<file path="src/rtl/sdram_model_pkg.sv">
package sdram_model_pkg;

  // command code as {rasN, casN, weN}
  typedef enum logic [2:0] {
    CMD_MODE  = 3'b000,
    CMD_REFR  = 3'b001,
    CMD_PRE   = 3'b010,
    CMD_ACT   = 3'b011,
    CMD_WRITE = 3'b100,
    CMD_READ  = 3'b101,
    CMD_STOP  = 3'b110,
    CMD_NOP   = 3'b111
  } cmdE;

  // strobes from the control section to the datapath
  typedef struct packed {
    logic rdEn;
    logic wrEn;
  } memStrobeT;

endpackage

</file>
<file path="src/rtl/sdram_model_ctrl.sv">
module sdram_model_ctrl
  import sdram_model_pkg::*;
#(
  parameter int ADDR_W   = 12,
  parameter int BA_W     = 2,
  parameter int ROW_KEEP = 2,
  parameter int COL_W    = 4,
  localparam int BANKS   = 1 << BA_W,
  localparam int IDX_W   = BA_W + ROW_KEEP + COL_W
) (
  input  logic              clk,
  input  logic              rstN,
  input  logic              csN,
  input  logic              rasN,
  input  logic              casN,
  input  logic              weN,
  input  logic [BA_W-1:0]   ba,
  input  logic [ADDR_W-1:0] addr,
  output memStrobeT         strobe,
  output logic [IDX_W-1:0]  memIdx,
  output logic              cl3,
  output logic              protoErr,
  output logic              burstActive,
  output logic [BANKS-1:0]  rowOpen
);

  localparam int AP_BIT = 10;

  // bank row state
  logic [ROW_KEEP-1:0] openRow [BANKS];

  // mode register fields
  logic [COL_W-1:0] modeMask;
  logic             modeFull;
  logic             modeInter;

  // running burst
  logic [BA_W-1:0]  bBank;
  logic [COL_W-1:0] bStart;
  logic [COL_W-1:0] bBeat;
  logic [COL_W-1:0] bMask;
  logic             bWr;
  logic             bFull;
  logic             bInter;
  logic             bAp;

  cmdE              cmd;
  logic             isAccess;
  logic             accessOk;
  logic             preHitsBurst;
  logic             contBeat;
  logic             lastBeat;
  logic             closeAp;
  logic [BA_W-1:0]  bankSel;
  logic [COL_W-1:0] colSel;

  function automatic logic [COL_W-1:0] beatCol(
    input logic [COL_W-1:0] s,
    input logic [COL_W-1:0] k,
    input logic [COL_W-1:0] m,
    input logic             il
  );
    if (il) return (s & ~m) | ((s ^ k) & m);
    return (s & ~m) | ((s + k) & m);
  endfunction

  function automatic logic [ROW_KEEP-1:0] foldRow(input logic [ADDR_W-1:0] r);
    logic [ROW_KEEP-1:0] acc;
    acc = '0;
    for (int i = 0; i < ADDR_W; i++) acc[i % ROW_KEEP] = acc[i % ROW_KEEP] ^ r[i];
    return acc;
  endfunction

  function automatic logic [COL_W-1:0] lenMask(input logic [2:0] code);
    case (code)
      3'd1:    return COL_W'(1);
      3'd2:    return COL_W'(3);
      3'd3:    return COL_W'(7);
      3'd7:    return '1;
      default: return '0;
    endcase
  endfunction

  always_comb begin
    cmd          = csN ? CMD_NOP : cmdE'({rasN, casN, weN});
    isAccess     = (cmd == CMD_READ) || (cmd == CMD_WRITE);
    accessOk     = isAccess && rowOpen[ba];
    preHitsBurst = (cmd == CMD_PRE) && (addr[AP_BIT] || (ba == bBank));
    contBeat     = burstActive && !accessOk && (cmd != CMD_STOP) && !preHitsBurst;
  end

  always_comb begin
    strobe   = '0;
    bankSel  = bBank;
    colSel   = '0;
    lastBeat = 1'b0;
    closeAp  = 1'b0;
    if (accessOk) begin
      strobe.rdEn = (cmd == CMD_READ);
      strobe.wrEn = (cmd == CMD_WRITE);
      bankSel     = ba;
      colSel      = addr[COL_W-1:0];
      lastBeat    = (modeMask == '0);
      closeAp     = lastBeat && addr[AP_BIT];
    end else if (contBeat) begin
      strobe.rdEn = !bWr;
      strobe.wrEn = bWr;
      colSel      = beatCol(bStart, bBeat, bMask, bInter);
      lastBeat    = !bFull && (bBeat == bMask);
      closeAp     = lastBeat && bAp;
    end
    memIdx = {bankSel, openRow[bankSel], colSel};
  end

  // burst sequencing
  always_ff @(posedge clk or negedge rstN) begin
    if (!rstN) begin
      burstActive <= 1'b0;
      bBank       <= '0;
      bStart      <= '0;
      bBeat       <= '0;
      bMask       <= '0;
      bWr         <= 1'b0;
      bFull       <= 1'b0;
      bInter      <= 1'b0;
      bAp         <= 1'b0;
      protoErr    <= 1'b0;
    end else begin
      protoErr <= isAccess && !rowOpen[ba];
      if (accessOk) begin
        bBank       <= ba;
        bStart      <= addr[COL_W-1:0];
        bBeat       <= COL_W'(1);
        bMask       <= modeMask;
        bFull       <= modeFull;
        bInter      <= modeInter && !modeFull;
        bAp         <= addr[AP_BIT];
        bWr         <= (cmd == CMD_WRITE);
        burstActive <= !lastBeat;
      end else if (contBeat) begin
        bBeat <= bBeat + COL_W'(1);
        if (lastBeat) burstActive <= 1'b0;
      end else begin
        burstActive <= 1'b0;
      end
    end
  end

  // bank state and mode register
  always_ff @(posedge clk or negedge rstN) begin
    if (!rstN) begin
      rowOpen   <= '0;
      for (int b = 0; b < BANKS; b++) openRow[b] <= '0;
      modeMask  <= '0;
      modeFull  <= 1'b0;
      modeInter <= 1'b0;
      cl3       <= 1'b0;
    end else begin
      if (closeAp) rowOpen[bankSel] <= 1'b0;
      case (cmd)
        CMD_ACT: begin
          rowOpen[ba] <= 1'b1;
          openRow[ba] <= foldRow(addr);
        end
        CMD_PRE: begin
          if (addr[AP_BIT]) rowOpen <= '0;
          else rowOpen[ba] <= 1'b0;
        end
        CMD_MODE: begin
          modeMask  <= lenMask(addr[2:0]);
          modeFull  <= (addr[2:0] == 3'd7);
          modeInter <= addr[3];
          cl3       <= (addr[6:4] == 3'd3);
        end
        default: ;
      endcase
    end
  end

endmodule

</file>
<file path="config.mk">
export PLATFORM = sky130hd
export DESIGN_NAME = sdram_model_ctrl
export DESIGN_NICKNAME = d
export VERILOG_FILES = /design/src/rtl/sdram_model_pkg.sv /design/src/rtl/sdram_model_ctrl.sv
export SDC_FILE = /design/constraint.sdc
export NUM_CORES = 1
export LEC_CHECK = 0
export BUFFER_PORTS_ARGS = -buffer_cell sky130_fd_sc_hd__buf_4
export CAP_MARGIN = 20
export CORE_UTILIZATION = 25
export CTS_CLUSTER_SIZE = 24
export DETAILED_ROUTE_END_ITERATION = 6
export PLACE_DENSITY = 0.43
export SYNTH_ARGS = -nofsm -noshare
export SYNTH_HDL_FRONTEND = slang
export SYNTH_SLANG_ARGS = --single-unit
</file>
<file path="constraint.sdc">
create_clock -name clk -period 3 [get_ports clk]
set_clock_uncertainty 0.05 [all_clocks]
set_input_delay 0.6 -clock clk [delete_from_list [all_inputs] [get_ports clk]]
set_output_delay 0.6 -clock clk [all_outputs]
set_load 0.005 [all_outputs]
</file>
* After elaboration in Yosys (flattened, before gate mapping) *
Cells that the tools add are included.

operators by class
  reductions and logical operators = 25
  $lt $le $gt $ge = 7
  bitwise gates (word level) = 24
  multiplexer cells = 36
  add/subtract/negate cells = 2
  equality and inequality tests = 13

operator list
  kind                 count
  $mux 4               8
  $and 4x4->4          5
  $pmux 4 s4           1
  $eq 3x2->1 const B   5
  $logic_and 1x1->1    13
  $mux 1               13
  $mux 2               6
  $not 4->4            3
  $or 4x4->4           3
  $xor 1x1->1          10
  $eq 3x3->1 const B   3
  $bwmux 8             1
  $pmux 4 s2           1
  $logic_not 1->1      7
  $ge 3x3->1 const B   2
  $lt 2x3->1 const B   2
  $not 2->3            2
  $add 4x1->4 const B  1
  $add 4x4->4          1
  $bmux 2 s2           1
  $demux 1 s2          2
  $demux 2 s2          1
  $eq 4x4->1           1
  $ge 2x1->1 const B   2
  other kinds (12)     13

storage, ports and cells
  word-level logic and storage cells = 126
  register bits = 39
  input bits = 20

* Longest topological paths before layout *
  depth in word-level cells = 15
  depth in mapped cells = 8
  mapped depth without buffers = 7

* Least setup slack after synthesis *
Ideal clock, no wire load.

  path kind = input port to output port
  from = input ba[1]
  to = output memIdx[4]
  data arrival time = 2.039 ns
  slack = 0.311 ns
  stages on the path = 6
  cell sequence = buf_6 -> mux4_2 -> nand3_2 -> mux2i_4 -> mux2i_1 -> mux2i_1

on the way
  word-level cells in the longest chain between the ends = 8

ends and longest elaborated chain
  element                                       RTL line                 text
  from (decl)                                   sdram_model_ctrl.sv:17   input logic [BA_W-1:0] ba,
  $bmux 1 s2                                    sdram_model_ctrl.sv:87   accessOk = isAccess && rowOpen[ba];
  $mux 1 (not written as such)                  sdram_model_ctrl.sv:87
  $logic_and 1x1->1                             sdram_model_ctrl.sv:87
  $mux 2 *                                      n/a
  $not 2->3 (not written as such) *             sdram_model_ctrl.sv:112  memIdx = {bankSel, openRow[bankSel], colSel};
  $bmux 2 s2 *                                  sdram_model_ctrl.sv:112
  $mux 2 (not written as such) * (2 in series)  sdram_model_ctrl.sv:112
  to (decl)                                     sdram_model_ctrl.sv:20   output logic [IDX_W-1:0] memIdx,

Mark *: on every way between the ends. The rest lies on a longest branch, timed or not. The select of a mux whose other input is x is not followed.

* Final worst setup path *
  from = register rowOpen[0]
  to = output memIdx[5]

on the way
  word-level cells in the longest chain between the ends = 8

ends and longest elaborated chain
  element                                     RTL line                 text
  from (decl)                                 sdram_model_ctrl.sv:24   output logic [BANKS-1:0] rowOpen
  from (signal assigned)                      sdram_model_ctrl.sv:152  rowOpen <= '0;
  from (signal, indexed assignment)           sdram_model_ctrl.sv:159  if (closeAp) rowOpen[bankSel] <= 1'b0;
  from (signal, indexed assignment)           sdram_model_ctrl.sv:162  rowOpen[ba] <= 1'b1;
  $bmux 1 s2                                  sdram_model_ctrl.sv:87
  $mux 1 (not written as such)                sdram_model_ctrl.sv:87
  $logic_and 1x1->1                           sdram_model_ctrl.sv:87
  $mux 2                                      n/a
  $not 2->3 (not written as such)             sdram_model_ctrl.sv:112
  $bmux 2 s2                                  sdram_model_ctrl.sv:112
  $mux 2 (not written as such) (2 in series)  sdram_model_ctrl.sv:112

No other way between the ends. The select of a mux whose other input is x is not followed.

==> results.txt <==
Status: finished, final reports clean
Max FO, Critical Path: 5
Area leader, netlist: dfrtp_1
WHS: 0.220 ns
Rows: 33
Vias: 1728
CTS buffer count: 5
Final hold vios: 0
Routed WL: 5.35 mm
CTS clk-pin slew, worst paths: 0.08 ns
Clock Tree Buf Depth: 2
Filler Cell Count: 890
CTS Hold Buffers Added: 0
VDD IR max: 0.156 mV
Asr flop ratio synth: 100%
Layout net count: 294
# clock sinks: 37
Minimum clock period: 2.85 ns
Most frequent cells after synthesis: nand2_1, dfrtp_1, o21ai_0
RSZ-0062 raised after global routing: false
Final Setup Violations: 0
Overall power: 1990 uW
Pins Over Slew Limit: 0
Worst Path Required: 2.35 ns
Util after Layout: 32.2%
Top FF cell, synth: dfrtp_1
Worst-margin pin slew: 0.741 ns
Seq/Total Area, Yosys: 43.4%
CTS H-tree lvls: 2
Pwr/cell area: 747 nW/um^2
Final setup margin: 0.150 ns
Setup TNS: 0 ns
IO Count: 37
Area grow syn2layout: 24.6%
Kind of critical path: register to primary output
Number of synthesized flops with an enable pin: 0
Port bufs: 36
CTS tree: built
Initial Utilization: 25.9%
Synth top area share: 43.4%
Die height: 94.4 um
Routed Antenna Nets: 0
Count leader, synth: nand2_1
Die Area: 8920 um^2
Largest net degree at the start of global routing: 38
Netlist cell types: 38
DR iter-0 viols: 50
Core ar.: 8260 um^2
Crit path DAT: 2.20 ns
Tcrit/Tclk final: 95.0%
Synth top area cells: dfrtp_1, nand2_1, xnor2_1
Syn_nets: 252
First-pass GRT wire length: 8.76 mm
Number of global-route vias before repair: 1743
Startpoint Class: register
DRC: 0
Worst skew pair latency: 0.29 ns
Share of cells above drive strength 1: 24.1%
Clk root buf: clkbuf_8
GRT Residual Overflow: 0
Detailed-route vias per instance: 4.61
WL/cell: 14.3 um
Syn Std Cell Area: 2140 um^2
GRT Total Usage: 13.0%
Synth Warn #: 0
Initial antenna violation count: 0
Worst hold path type: primary input to async pin
CP endpoint kind: primary output
Gate Count Post-Synth: 227
Die Width: 94.4 um
Pre-CTS WS: 0.148 ns
Syn_area_per_cell: 9.41 um^2
Pre-antenna DRT Iters: 4
#FFs+latches synth: 37
Maximum capacitance violations: 0
F_max: 351 MHz
Area of the multi-input gates: 1140 um^2
Slew HR: 50.2%
GP Congestion: 0.763
Ant. Diodes: 0
FF/Latch Area: 927 um^2
Leak: 0.00124 uW
Detail Placement HPWL: 3.99 mm
==> worst max-delay path: stages (launching register included) <==
cell     delay, ns
dfrtp_1       0.43
mux4_2        0.51
nand3_2       0.14
mux2i_4       0.35
mux2i_1       0.22
mux2i_1       0.11
buf_4         0.15
==> path summary, 6_finish.rpt <==
check / start / end / slack (ns) / depth (start not counted)
worst max-delay path: rowOpen[0]$_DFF_PN0_ / memIdx[5] / 0.15 / 6
worst min-delay path: rstN / protoErr$_DFF_PN0_ / 0.22 / 1
worst max register to register: rowOpen[0]$_DFF_PN0_ / rowOpen[2]$_DFF_PN0_ / 0.98 / 5
worst min register to register: bStart[3]$_DFFE_PN0P_ / bStart[3]$_DFFE_PN0P_ / 0.45 / 2
max in group asynchronous: rstN / bBeat[0]$_DFFE_PN0P_ / 2.32 / 1
min in group clk: bStart[3]$_DFFE_PN0P_ / bStart[3]$_DFFE_PN0P_ / 0.45 / 2
==> cell type report <==
| type | instances | area share (%) |
|---|---|---|
| multi-input cells | 176 | 42.9 |
| flip-flops and latches | 37 | 34.8 |
| repair buffers | 42 | 11.8 |
| well taps | 105 | 4.94 |
| clock buffers | 6 | 3.10 |
| clock inverters | 2 | 1.41 |
| inverters | 7 | 0.987 |
==> placed cells by master (no fill, tap or decap), drive strengths merged, types with 6 or more instances in the layout <==
master  synthesis  routed
clkbuf          4       6
buf             3      42
mux2i          10      10
o21ai          23      23
mux2           10      10
inv             7       7
dfrtp          37      37
nand3           8       8
nand2          49      49
xnor2          14      14
nor2           10      10
a21oi           8       8
==> power by group <==
group	leakage [uW]	internal, uW	switching [uW]
Sequential	0.000472	656	154
Clock	0.0000574	270	187
Combinational	0.000710	383	338
Total	0.00124	1310	679
==> sequential cells by signal (all words and copies together) (netlist names), 2 cells and up <==
signal,cells
openRow,8
bBeat,4
bMask,4
bStart,4
modeMask,4
rowOpen,4
bBank,2
==> logic make-up (layout without fill, tap and decap cells) <==
| logic type | Yosys count | count (layout) | share of synthesized area [%] |
|---|---|---|---|
| muxes | 21 | 21 | 11.6 |
| adders and majority gates | 5 | 5 | 3.28 |
| and+or+nand+nor | 86 | 86 | 18.6 |
| buffers and inverters | 14 | 57 | 3.22 |
| xor gates and xnor gates | 19 | 19 | 7.79 |
| AOI/OAI and AO/OA | 45 | 45 | 12.2 |
| DFF | 37 | 37 | 43.4 |
==> layer usage <==
layer  vias up  GRT usage (%)  routed length [um]
li1        870              -                   -
met1       814           17.1                2580
met2        39           21.0                2500
met3         5           2.50                 207
met4         0           4.87                  62
met5         -              0                   0
==> repair_timing <==
action | CTS | global route
setup endpoints to repair | 0 | 1
setup buffers | 0 | 0
hold endpoints to repair | 0 | 0
gates resized for setup | 0 | 2
==> per-stage QoR <==
| step | cell area, um^2 | std cells |
|---|---|---|
| 6_report | 2660 | 375 |
| 5_1_grt | 2660 | 375 |
| 4_1_cts | 2660 | 375 |
| 3_5_place_dp | 2540 | 367 |
| 3_3_place_gp | 2540 | 367 |
| 2_1_floorplan | 2140 | 227 |
(Power assumes the default switching activity.)
